`config.mk`:
```
export PLATFORM = sky130hd
export DESIGN_NAME = blt_engine
export DESIGN_NICKNAME = d
export VERILOG_FILES = /design/src/rtl/blt_pkg.sv /design/src/rtl/blt_addr_walk.sv /design/src/rtl/blt_pixel_op.sv /design/src/rtl/blt_engine.sv
export SDC_FILE = /design/constraint.sdc
export NUM_CORES = 1
export LEC_CHECK = 0
export ABC_CLOCK_PERIOD_IN_PS = 3000
export BUFFER_PORTS_ARGS = -buffer_cell sky130_fd_sc_hd__buf_2
export CAP_MARGIN = 10
export CORE_MARGIN = 4
export CORE_UTILIZATION = 40
export CTS_CLUSTER_DIAMETER = 50
export DETAILED_ROUTE_END_ITERATION = 8
export HOLD_SLACK_MARGIN = 0.15
export PLACE_DENSITY = 0.59
export SETUP_SLACK_MARGIN = 0.3
export SYNTH_ARGS = -nofsm -noshare
export SYNTH_HDL_FRONTEND = slang
export SYNTH_HIERARCHICAL = 1
export SYNTH_SLANG_ARGS = --single-unit
```
`constraint.sdc`:
```
create_clock -name clk -period 3 [get_ports clk]
set_input_delay 0 -clock clk [delete_from_list [all_inputs] [get_ports clk]]
set_output_delay 0 -clock clk [all_outputs]
set_load 0.05 [all_outputs]
```
`src/rtl/blt_pkg.sv`:
```
package blt_pkg;
  localparam int PIX_W  = 8;
  localparam int LANES  = 2;
  localparam int WORD_W = PIX_W * LANES;
  localparam int GRP_W  = 3;   // eight destination words per 1-bit source word

  typedef enum logic [1:0] {
    ROP_COPY    = 2'd0,
    ROP_KEY     = 2'd1,
    ROP_XOR     = 2'd2,
    ROP_XOR_KEY = 2'd3
  } rop_e;

  typedef enum logic [1:0] {
    ST_IDLE,
    ST_SRC,
    ST_DST,
    ST_WR
  } st_e;

  // colour chosen by one bit of a monochrome source word
  function automatic logic [PIX_W-1:0] mono_pix(
    input logic [WORD_W-1:0] w,
    input logic [GRP_W-1:0]  grp,
    input logic              lane,
    input logic [PIX_W-1:0]  c0,
    input logic [PIX_W-1:0]  c1
  );
    logic [GRP_W:0] idx;
    idx = {grp, lane};
    return w[idx] ? c1 : c0;
  endfunction

  // lane enables from the row edge position
  function automatic logic [LANES-1:0] edge_mask(
    input logic             first,
    input logic             last,
    input logic [LANES-1:0] fbe,
    input logic [LANES-1:0] lbe
  );
    logic [LANES-1:0] m;
    m = '1;
    if (first) m = m & fbe;
    if (last)  m = m & lbe;
    return m;
  endfunction

  function automatic logic rop_has_xor(input rop_e r);
    return (r == ROP_XOR) || (r == ROP_XOR_KEY);
  endfunction

  function automatic logic rop_has_key(input rop_e r);
    return (r == ROP_KEY) || (r == ROP_XOR_KEY);
  endfunction
endpackage

```
`src/rtl/blt_addr_walk.sv`:
```
module blt_addr_walk #(
  parameter int AW    = 24,
  parameter int DIM_W = 12
) (
  input  logic             clk,
  input  logic             rst_n,
  input  logic             load,
  input  logic [AW-1:0]    base,
  input  logic             rect,
  input  logic [DIM_W-1:0] width,
  input  logic [AW-1:0]    stride,
  input  logic             step,
  output logic [AW-1:0]    addr
);
  logic [AW-1:0]    addr_q;
  logic [AW-1:0]    row_q;
  logic [AW-1:0]    stride_q;
  logic [DIM_W-1:0] col_q;
  logic [DIM_W-1:0] width_q;
  logic             rect_q;
  logic             row_end;

  assign row_end = (col_q == width_q - 1'b1);
  assign addr    = addr_q;

  always_ff @(posedge clk or negedge rst_n) begin
    if (!rst_n) begin
      addr_q   <= '0;
      row_q    <= '0;
      stride_q <= '0;
      col_q    <= '0;
      width_q  <= '0;
      rect_q   <= 1'b0;
    end else if (load) begin
      addr_q   <= base;
      row_q    <= base;
      stride_q <= stride;
      col_q    <= '0;
      width_q  <= width;
      rect_q   <= rect;
    end else if (step) begin
      if (rect_q && row_end) begin
        row_q  <= row_q + stride_q;
        addr_q <= row_q + stride_q;
        col_q  <= '0;
      end else begin
        addr_q <= addr_q + 1'b1;
        col_q  <= row_end ? '0 : col_q + 1'b1;
      end
    end
  end
endmodule

```
`src/rtl/blt_pixel_op.sv`:
```
module blt_pixel_op
  import blt_pkg::*;
(
  input  logic [WORD_W-1:0] src_word,
  input  logic [WORD_W-1:0] dst_word,
  input  logic [GRP_W-1:0]  grp,
  input  logic              expand,
  input  logic              xor_mode,
  input  logic              key_mode,
  input  logic [PIX_W-1:0]  color0,
  input  logic [PIX_W-1:0]  color1,
  input  logic [LANES-1:0]  edge_be,
  output logic [WORD_W-1:0] wdata,
  output logic [LANES-1:0]  be
);
  for (genvar g = 0; g < LANES; g++) begin : g_lane
    logic [PIX_W-1:0] s_pix;
    logic [PIX_W-1:0] d_pix;
    logic             keyed;

    assign d_pix = dst_word[g*PIX_W +: PIX_W];
    assign s_pix = expand ? mono_pix(src_word, grp, 1'(g), color0, color1)
                          : src_word[g*PIX_W +: PIX_W];
    assign keyed = key_mode && (s_pix == '0);
    assign wdata[g*PIX_W +: PIX_W] = xor_mode ? (s_pix ^ d_pix) : s_pix;
    assign be[g] = edge_be[g] && !keyed;
  end
endmodule

```
`src/rtl/blt_engine.sv`:
```
module blt_engine
  import blt_pkg::*;
#(
  parameter int AW    = 24,
  parameter int DIM_W = 12
) (
  input  logic             clk,
  input  logic             rst_n,
  input  logic             start,
  input  logic [AW-1:0]    cfg_src_base,
  input  logic [AW-1:0]    cfg_dst_base,
  input  logic [AW-1:0]    cfg_src_stride,
  input  logic [AW-1:0]    cfg_dst_stride,
  input  logic             cfg_src_rect,
  input  logic             cfg_dst_rect,
  input  logic [DIM_W-1:0] cfg_width,
  input  logic [DIM_W-1:0] cfg_height,
  input  logic [1:0]       cfg_rop,
  input  logic             cfg_expand,
  input  logic [7:0]       cfg_color0,
  input  logic [7:0]       cfg_color1,
  input  logic [1:0]       cfg_first_be,
  input  logic [1:0]       cfg_last_be,
  output logic             busy,
  output logic             done,
  output logic             mem_req,
  output logic             mem_we,
  output logic [AW-1:0]    mem_addr,
  output logic [1:0]       mem_be,
  output logic [15:0]      mem_wdata,
  input  logic [15:0]      mem_rdata,
  input  logic             mem_ready
);
  localparam int EXT_W = DIM_W + 1;

  st_e              state;
  rop_e             rop_q;
  logic             expand_q;
  logic [PIX_W-1:0] c0_q, c1_q;
  logic [LANES-1:0] fbe_q, lbe_q;
  logic [DIM_W-1:0] width_q, height_q;
  logic [DIM_W-1:0] col_q, row_q;
  logic [WORD_W-1:0] src_q, dst_q;
  logic             done_q;

  // named internal events
  logic             start_go, zero_size, load_walk;
  logic             accept, rd_src_fire, rd_dst_fire, wr_fire;
  logic             col_last, row_last, last_word;
  logic             xor_mode, key_mode;
  logic [DIM_W-1:0] col_nxt;
  logic             need_src;
  logic [EXT_W-1:0] w_ext;
  logic [DIM_W-1:0] src_width;
  logic [LANES-1:0] edge_be;
  logic [AW-1:0]    src_addr, dst_addr;
  logic [WORD_W-1:0] op_wdata;
  logic [LANES-1:0] op_be;

  assign zero_size = (cfg_width == '0) || (cfg_height == '0);
  assign start_go  = start && (state == ST_IDLE);
  assign load_walk = start_go && !zero_size;

  // words of 1-bit source per row: ceil(width / 8)
  assign w_ext     = {1'b0, cfg_width} + EXT_W'(7);
  assign src_width = cfg_expand ? {{GRP_W-1{1'b0}}, w_ext[EXT_W-1:GRP_W]} : cfg_width;

  assign accept      = mem_req && mem_ready;
  assign rd_src_fire = accept && (state == ST_SRC);
  assign rd_dst_fire = accept && (state == ST_DST);
  assign wr_fire     = accept && (state == ST_WR);

  assign col_last  = (col_q == width_q - 1'b1);
  assign row_last  = (row_q == height_q - 1'b1);
  assign last_word = col_last && row_last;
  assign col_nxt   = col_last ? '0 : col_q + 1'b1;
  assign need_src  = !expand_q || (col_nxt[GRP_W-1:0] == '0);

  assign xor_mode = rop_has_xor(rop_q);
  assign key_mode = rop_has_key(rop_q);
  assign edge_be  = edge_mask(col_q == '0, col_last, fbe_q, lbe_q);

  blt_addr_walk #(.AW(AW), .DIM_W(DIM_W)) u_src_walk (
    .clk    (clk),
    .rst_n  (rst_n),
    .load   (load_walk),
    .base   (cfg_src_base),
    .rect   (cfg_src_rect),
    .width  (src_width),
    .stride (cfg_src_stride),
    .step   (rd_src_fire),
    .addr   (src_addr)
  );

  blt_addr_walk #(.AW(AW), .DIM_W(DIM_W)) u_dst_walk (
    .clk    (clk),
    .rst_n  (rst_n),
    .load   (load_walk),
    .base   (cfg_dst_base),
    .rect   (cfg_dst_rect),
    .width  (cfg_width),
    .stride (cfg_dst_stride),
    .step   (wr_fire),
    .addr   (dst_addr)
  );

  blt_pixel_op u_op (
    .src_word (src_q),
    .dst_word (dst_q),
    .grp      (col_q[GRP_W-1:0]),
    .expand   (expand_q),
    .xor_mode (xor_mode),
    .key_mode (key_mode),
    .color0   (c0_q),
    .color1   (c1_q),
    .edge_be  (edge_be),
    .wdata    (op_wdata),
    .be       (op_be)
  );

  assign busy      = (state != ST_IDLE);
  assign done      = done_q;
  assign mem_req   = (state != ST_IDLE);
  assign mem_we    = (state == ST_WR);
  assign mem_addr  = (state == ST_SRC) ? src_addr : dst_addr;
  assign mem_be    = (state == ST_WR) ? op_be : '0;
  assign mem_wdata = op_wdata;

  always_ff @(posedge clk or negedge rst_n) begin
    if (!rst_n) begin
      state    <= ST_IDLE;
      done_q   <= 1'b0;
      rop_q    <= ROP_COPY;
      expand_q <= 1'b0;
      c0_q     <= '0;
      c1_q     <= '0;
      fbe_q    <= '0;
      lbe_q    <= '0;
      width_q  <= '0;
      height_q <= '0;
      col_q    <= '0;
      row_q    <= '0;
      src_q    <= '0;
      dst_q    <= '0;
    end else begin
      unique case (state)
        ST_IDLE: begin
          if (start_go) begin
            rop_q    <= rop_e'(cfg_rop);
            expand_q <= cfg_expand;
            c0_q     <= cfg_color0;
            c1_q     <= cfg_color1;
            fbe_q    <= cfg_first_be;
            lbe_q    <= cfg_last_be;
            width_q  <= cfg_width;
            height_q <= cfg_height;
            col_q    <= '0;
            row_q    <= '0;
            if (zero_size) begin
              done_q <= 1'b1;
            end else begin
              done_q <= 1'b0;
              state  <= ST_SRC;
            end
          end
        end
        ST_SRC: begin
          if (rd_src_fire) begin
            src_q <= mem_rdata;
            state <= xor_mode ? ST_DST : ST_WR;
          end
        end
        ST_DST: begin
          if (rd_dst_fire) begin
            dst_q <= mem_rdata;
            state <= ST_WR;
          end
        end
        ST_WR: begin
          if (wr_fire) begin
            if (last_word) begin
              state  <= ST_IDLE;
              done_q <= 1'b1;
            end else begin
              col_q <= col_nxt;
              if (col_last) row_q <= row_q + 1'b1;
              if (need_src)      state <= ST_SRC;
              else if (xor_mode) state <= ST_DST;
              else               state <= ST_WR;
            end
          end
        end
        default: state <= ST_IDLE;
      endcase
    end
  end
endmodule

```
==> flow_summary.yaml <==
timing:
  clock_skew_ns: 0.02239
  holdWs_ns: 0.1848
  slew_headroom_pct: 41.81
  tns_ns: -0.2862
  finalHoldViolCount: 0
  fmax_ghz: 0.3162
  setup_slack_ns: -0.1626
  period_needed_ns: 3.163
  worst_pin_slew_ns: 0.8729
  final-setup-viol-count: 4
  maxSlewViolCount: 0
  rsz0062_at_grt: "true"
  fin_crit_sh_pct: 105.4
critical_path:
  worstPathCellList: "inv_2 > ha_4 > nand2b_4 > or4b_4 > a2111oi_4 > nand4_1 > o22a_1 > o41a_1 > and3_4 > buf_6"
  cp-endpoint: "mem_be[0]"
  cp_slowest_cell: "or4b_4"
  cp.buffers_inverters: 2
  reg2reg_from: "height_q[3]$_DFFE_PN0P_"
  max_stage_delay_ns: 0.49
  worstPathRequired_ns: 3.00
  worstSetupStartpoint: "width_q[1]$_DFFE_PN0P_"
  ff2ff_setup_slack_ns: -0.03
  crit_family: "simple AND/OR/NAND/NOR gates"
  worstSetupPathType: "reg -> out"
  crit_arrival_ns: 3.16
  cp.depth: 10
  r2r_end: "col_q[6]$_DFFE_PN0P_"
  start_kind: "register"
  cp-end-kind: "output port"
  path_max_fanout: 4
  ff2ff_path_depth: 11
cts:
  clk_latency_ns: 0.58
  clk_pin_slew_worst_paths_ns: 0.06
  cts_max_path_buffers: 3
  numCtsBuffers: 44
  clock-sinks: 300
  cts_root_buf: "clkbuf_16"
  htreeDepth: 2
  cts_tree: "done"
power_and_ir_drop:
  switchingPower_mw: 15.92
  switching_share_pct: 46.58
  ir_drop_mv: 0.7467
  p_leak_nw: 12.47
  clkPwrFrac_pct: 15.5
  powerDensity_nw_per_um2: 1182
  seqPwrFrac_pct: 22.9
  p_comb_share_pct: 61.6
  p_int_mw: 18.26
global_routing:
  grt_usage_pct: 24.73
  grt_max_degree: 102
  grt_overflow: 0
  grt_pass1_wl_mm: 106.9
  grt_antenna_before_repair: 5
  grt_pass1_vias: 19490
finish:
  drive_gt1_share_pct: 34.47
  nFillCells: 4008
  multi_input_area_um2: 13200
  ff_latch_area_um2: 7518
  final_cell_mix: "nand2_1 (317), dfrtp_1 (291), dlygate4sd3_1 (215), buf_2 (191), buf_4 (150)"
  area_growth_syn_to_layout_pct: 46.94
  fin_nets: 3030
  final_common_cell: "nand2_1"
synth:
  synthFlopType: "dfrtp_1"
  ys_warn_count: 6
  synthTopCellsByArea: "dfrtp_1 (38%), mux2_2 (7.3%), nand2_1 (6.6%)"
  synth_edf_count: 0
  yosys.area.top_type: "dfrtp_1"
  avgSynthCellArea_um2: 8.876
  synth_top_area_share_pct: 38.15
  ys_ff_latch: 300
  syn_area_um2: 19680
  synth.net_count: 2441
  ys_seq_area_share_pct: 38.15
  syn-instance-count: 2217
  ys_types: 89
  async_flop_share_pct: 100.0
floorplan:
  dieArea_um2: 52810
  rows: 81
  die_h_um: 229.8
  start_util_pct: 40.37
  die_x_um: 229.8
  io_pins: 211
  core_um2: 48750
route:
  vias_per_cell: 5.638
  drc_errors: 0
  drt-pass1-iter-count: 6
  vias: 19740
  first_iter_violations: 1874
  wl_per_cell_um: 19.71
  detail-route-antenna-nets: 0
  wl_mm: 69.01
run:
  maxCapViolCount: 0
worst_hold_path:
  min-delay-start: "cfg_dst_stride[3]"
  hold_class: "in -> reg"
place:
  place_hpwl_mm: 45.99
  gp_congestion: 0.9164
  io_buffers: 210
run_status:
  violations: "negative setup slack"
  run_status: "finished, violations left"
## flip-flops by register name, summed over array words and instances, names as in the netlist, 16 cells and up
register and count:
u_dst_walk/addr 24, dst_q 16, u_src_walk/addr 24, u_src_walk/row_q 24
u_src_walk/stride_q 24, src_q 16, u_dst_walk/stride_q 24, u_dst_walk/row_q 24
## synth_stat cells (25+ instances only)
| library cell | count |
|---|---|
| nor3_1 | 41 |
| nand2_1 | 346 |
| inv_1 | 69 |
| xor2_1 | 50 |
| a21oi_1 | 134 |
| mux2i_1 | 47 |
| dfrtp_1 | 300 |
| nand3_1 | 90 |
| a21o_1 | 25 |
| and3_1 | 48 |
| a31oi_1 | 35 |
| clkbuf_1 | 76 |
| nor2_1 | 145 |
| o21ai_0 | 122 |
| ha_1 | 57 |
| xnor2_1 | 97 |
| mux2_2 | 127 |
## layout make-up
cell class	count	area share [%]
multi-input combinational	1729	45.66
sequential	300	26.00
timing repair buffer	660	19.44
clock buffer	52	4.089
tap	664	2.873
inverter	71	0.9606
clock inverter	22	0.9519
antenna	3	0.02596
## worst min path at each step
stage                                           to  slack [ns]  cells past startpoint
6_report        u_dst_walk/stride_q[3]$_DFFE_PN0P_        0.18                      3
5_1_grt        u_dst_walk/stride_q[23]$_DFFE_PN0P_        0.17                      3
4_1_cts         u_dst_walk/stride_q[8]$_DFFE_PN0P_        0.15                      3
3_5_place_dp   u_src_walk/stride_q[17]$_DFFE_PN0P_        0.14                      1
3_3_place_gp   u_src_walk/stride_q[17]$_DFFE_PN0P_        0.14                      1
2_1_floorplan                  c0_q[0]$_DFFE_PN0P_       -0.30                      0
## power groups by stage
stage               sequential [mW]  clock (mW)  combinational [mW]
floorplan                      6.86           0                12.1
global placement               7.58           0                16.0
detailed placement             7.62           0                16.2
CTS                            7.65        5.39                18.9
global route                   8.04        5.58                22.5
finish                         7.83        5.28                21.1
## repair_timing
action                                 4_1_cts  5_1_grt
resized for setup                          295      278
hold buffers                               215        0
gates cloned                                 6        7
endpoints found under the hold margin      507        0
setup endpoints to repair                  139      151
setup buffers                               76       29
pin swaps                                  151      137
## through the flow
| stage | power (mW) | instance area, µm² | setup WS (ns) | std cells | util [%] |
|---|---|---|---|---|---|
| floorplan | 18.96 | 19820 | 0.2489 | 2217 | - |
| global placement | 23.61 | 22090 | -0.06699 | 3091 | 45.32 |
| detailed placement | 23.81 | 22090 | -0.1109 | 3091 | 45.32 |
| CTS | 31.95 | 27450 | -0.1563 | 3462 | 56.31 |
| global route | 36.10 | 28920 | -0.3124 | 3501 | 59.32 |
| finish | 34.18 | 28920 | -0.1626 | 3501 | 59.32 |
## cell families after synthesis
logic type / after synthesis / share of synthesized area (%)
AO/OA/AOI/OAI: 510 / 16.77
multiplexers: 178 / 10.11
flip-flops: 300 / 38.15
adder cells (fa/ha/maj): 59 / 3.828
AND/OR/NAND/NOR: 832 / 20.19
XOR/XNOR: 147 / 6.542
buffers and inverters: 191 / 4.412
## per-layer routing
layer / vias up / part of all wire (%) / global-route usage, %
met5: - / 0.038 / 0
met4: 4 / 3.5 / 8.053
met3: 162 / 5.9 / 4.039
met2: 732 / 46 / 39.60
met1: 9667 / 44 / 34.36
li1: 9172 / - / -
## worst register-to-register path: cells and delay by family (launching register included)
family	cells	cell delay [ns]
compound gates	3	0.61
buf+inv	3	0.41
flops	1	0.40
simple gates	5	1.50
Note: power is estimated with default switching activity, not from simulation.
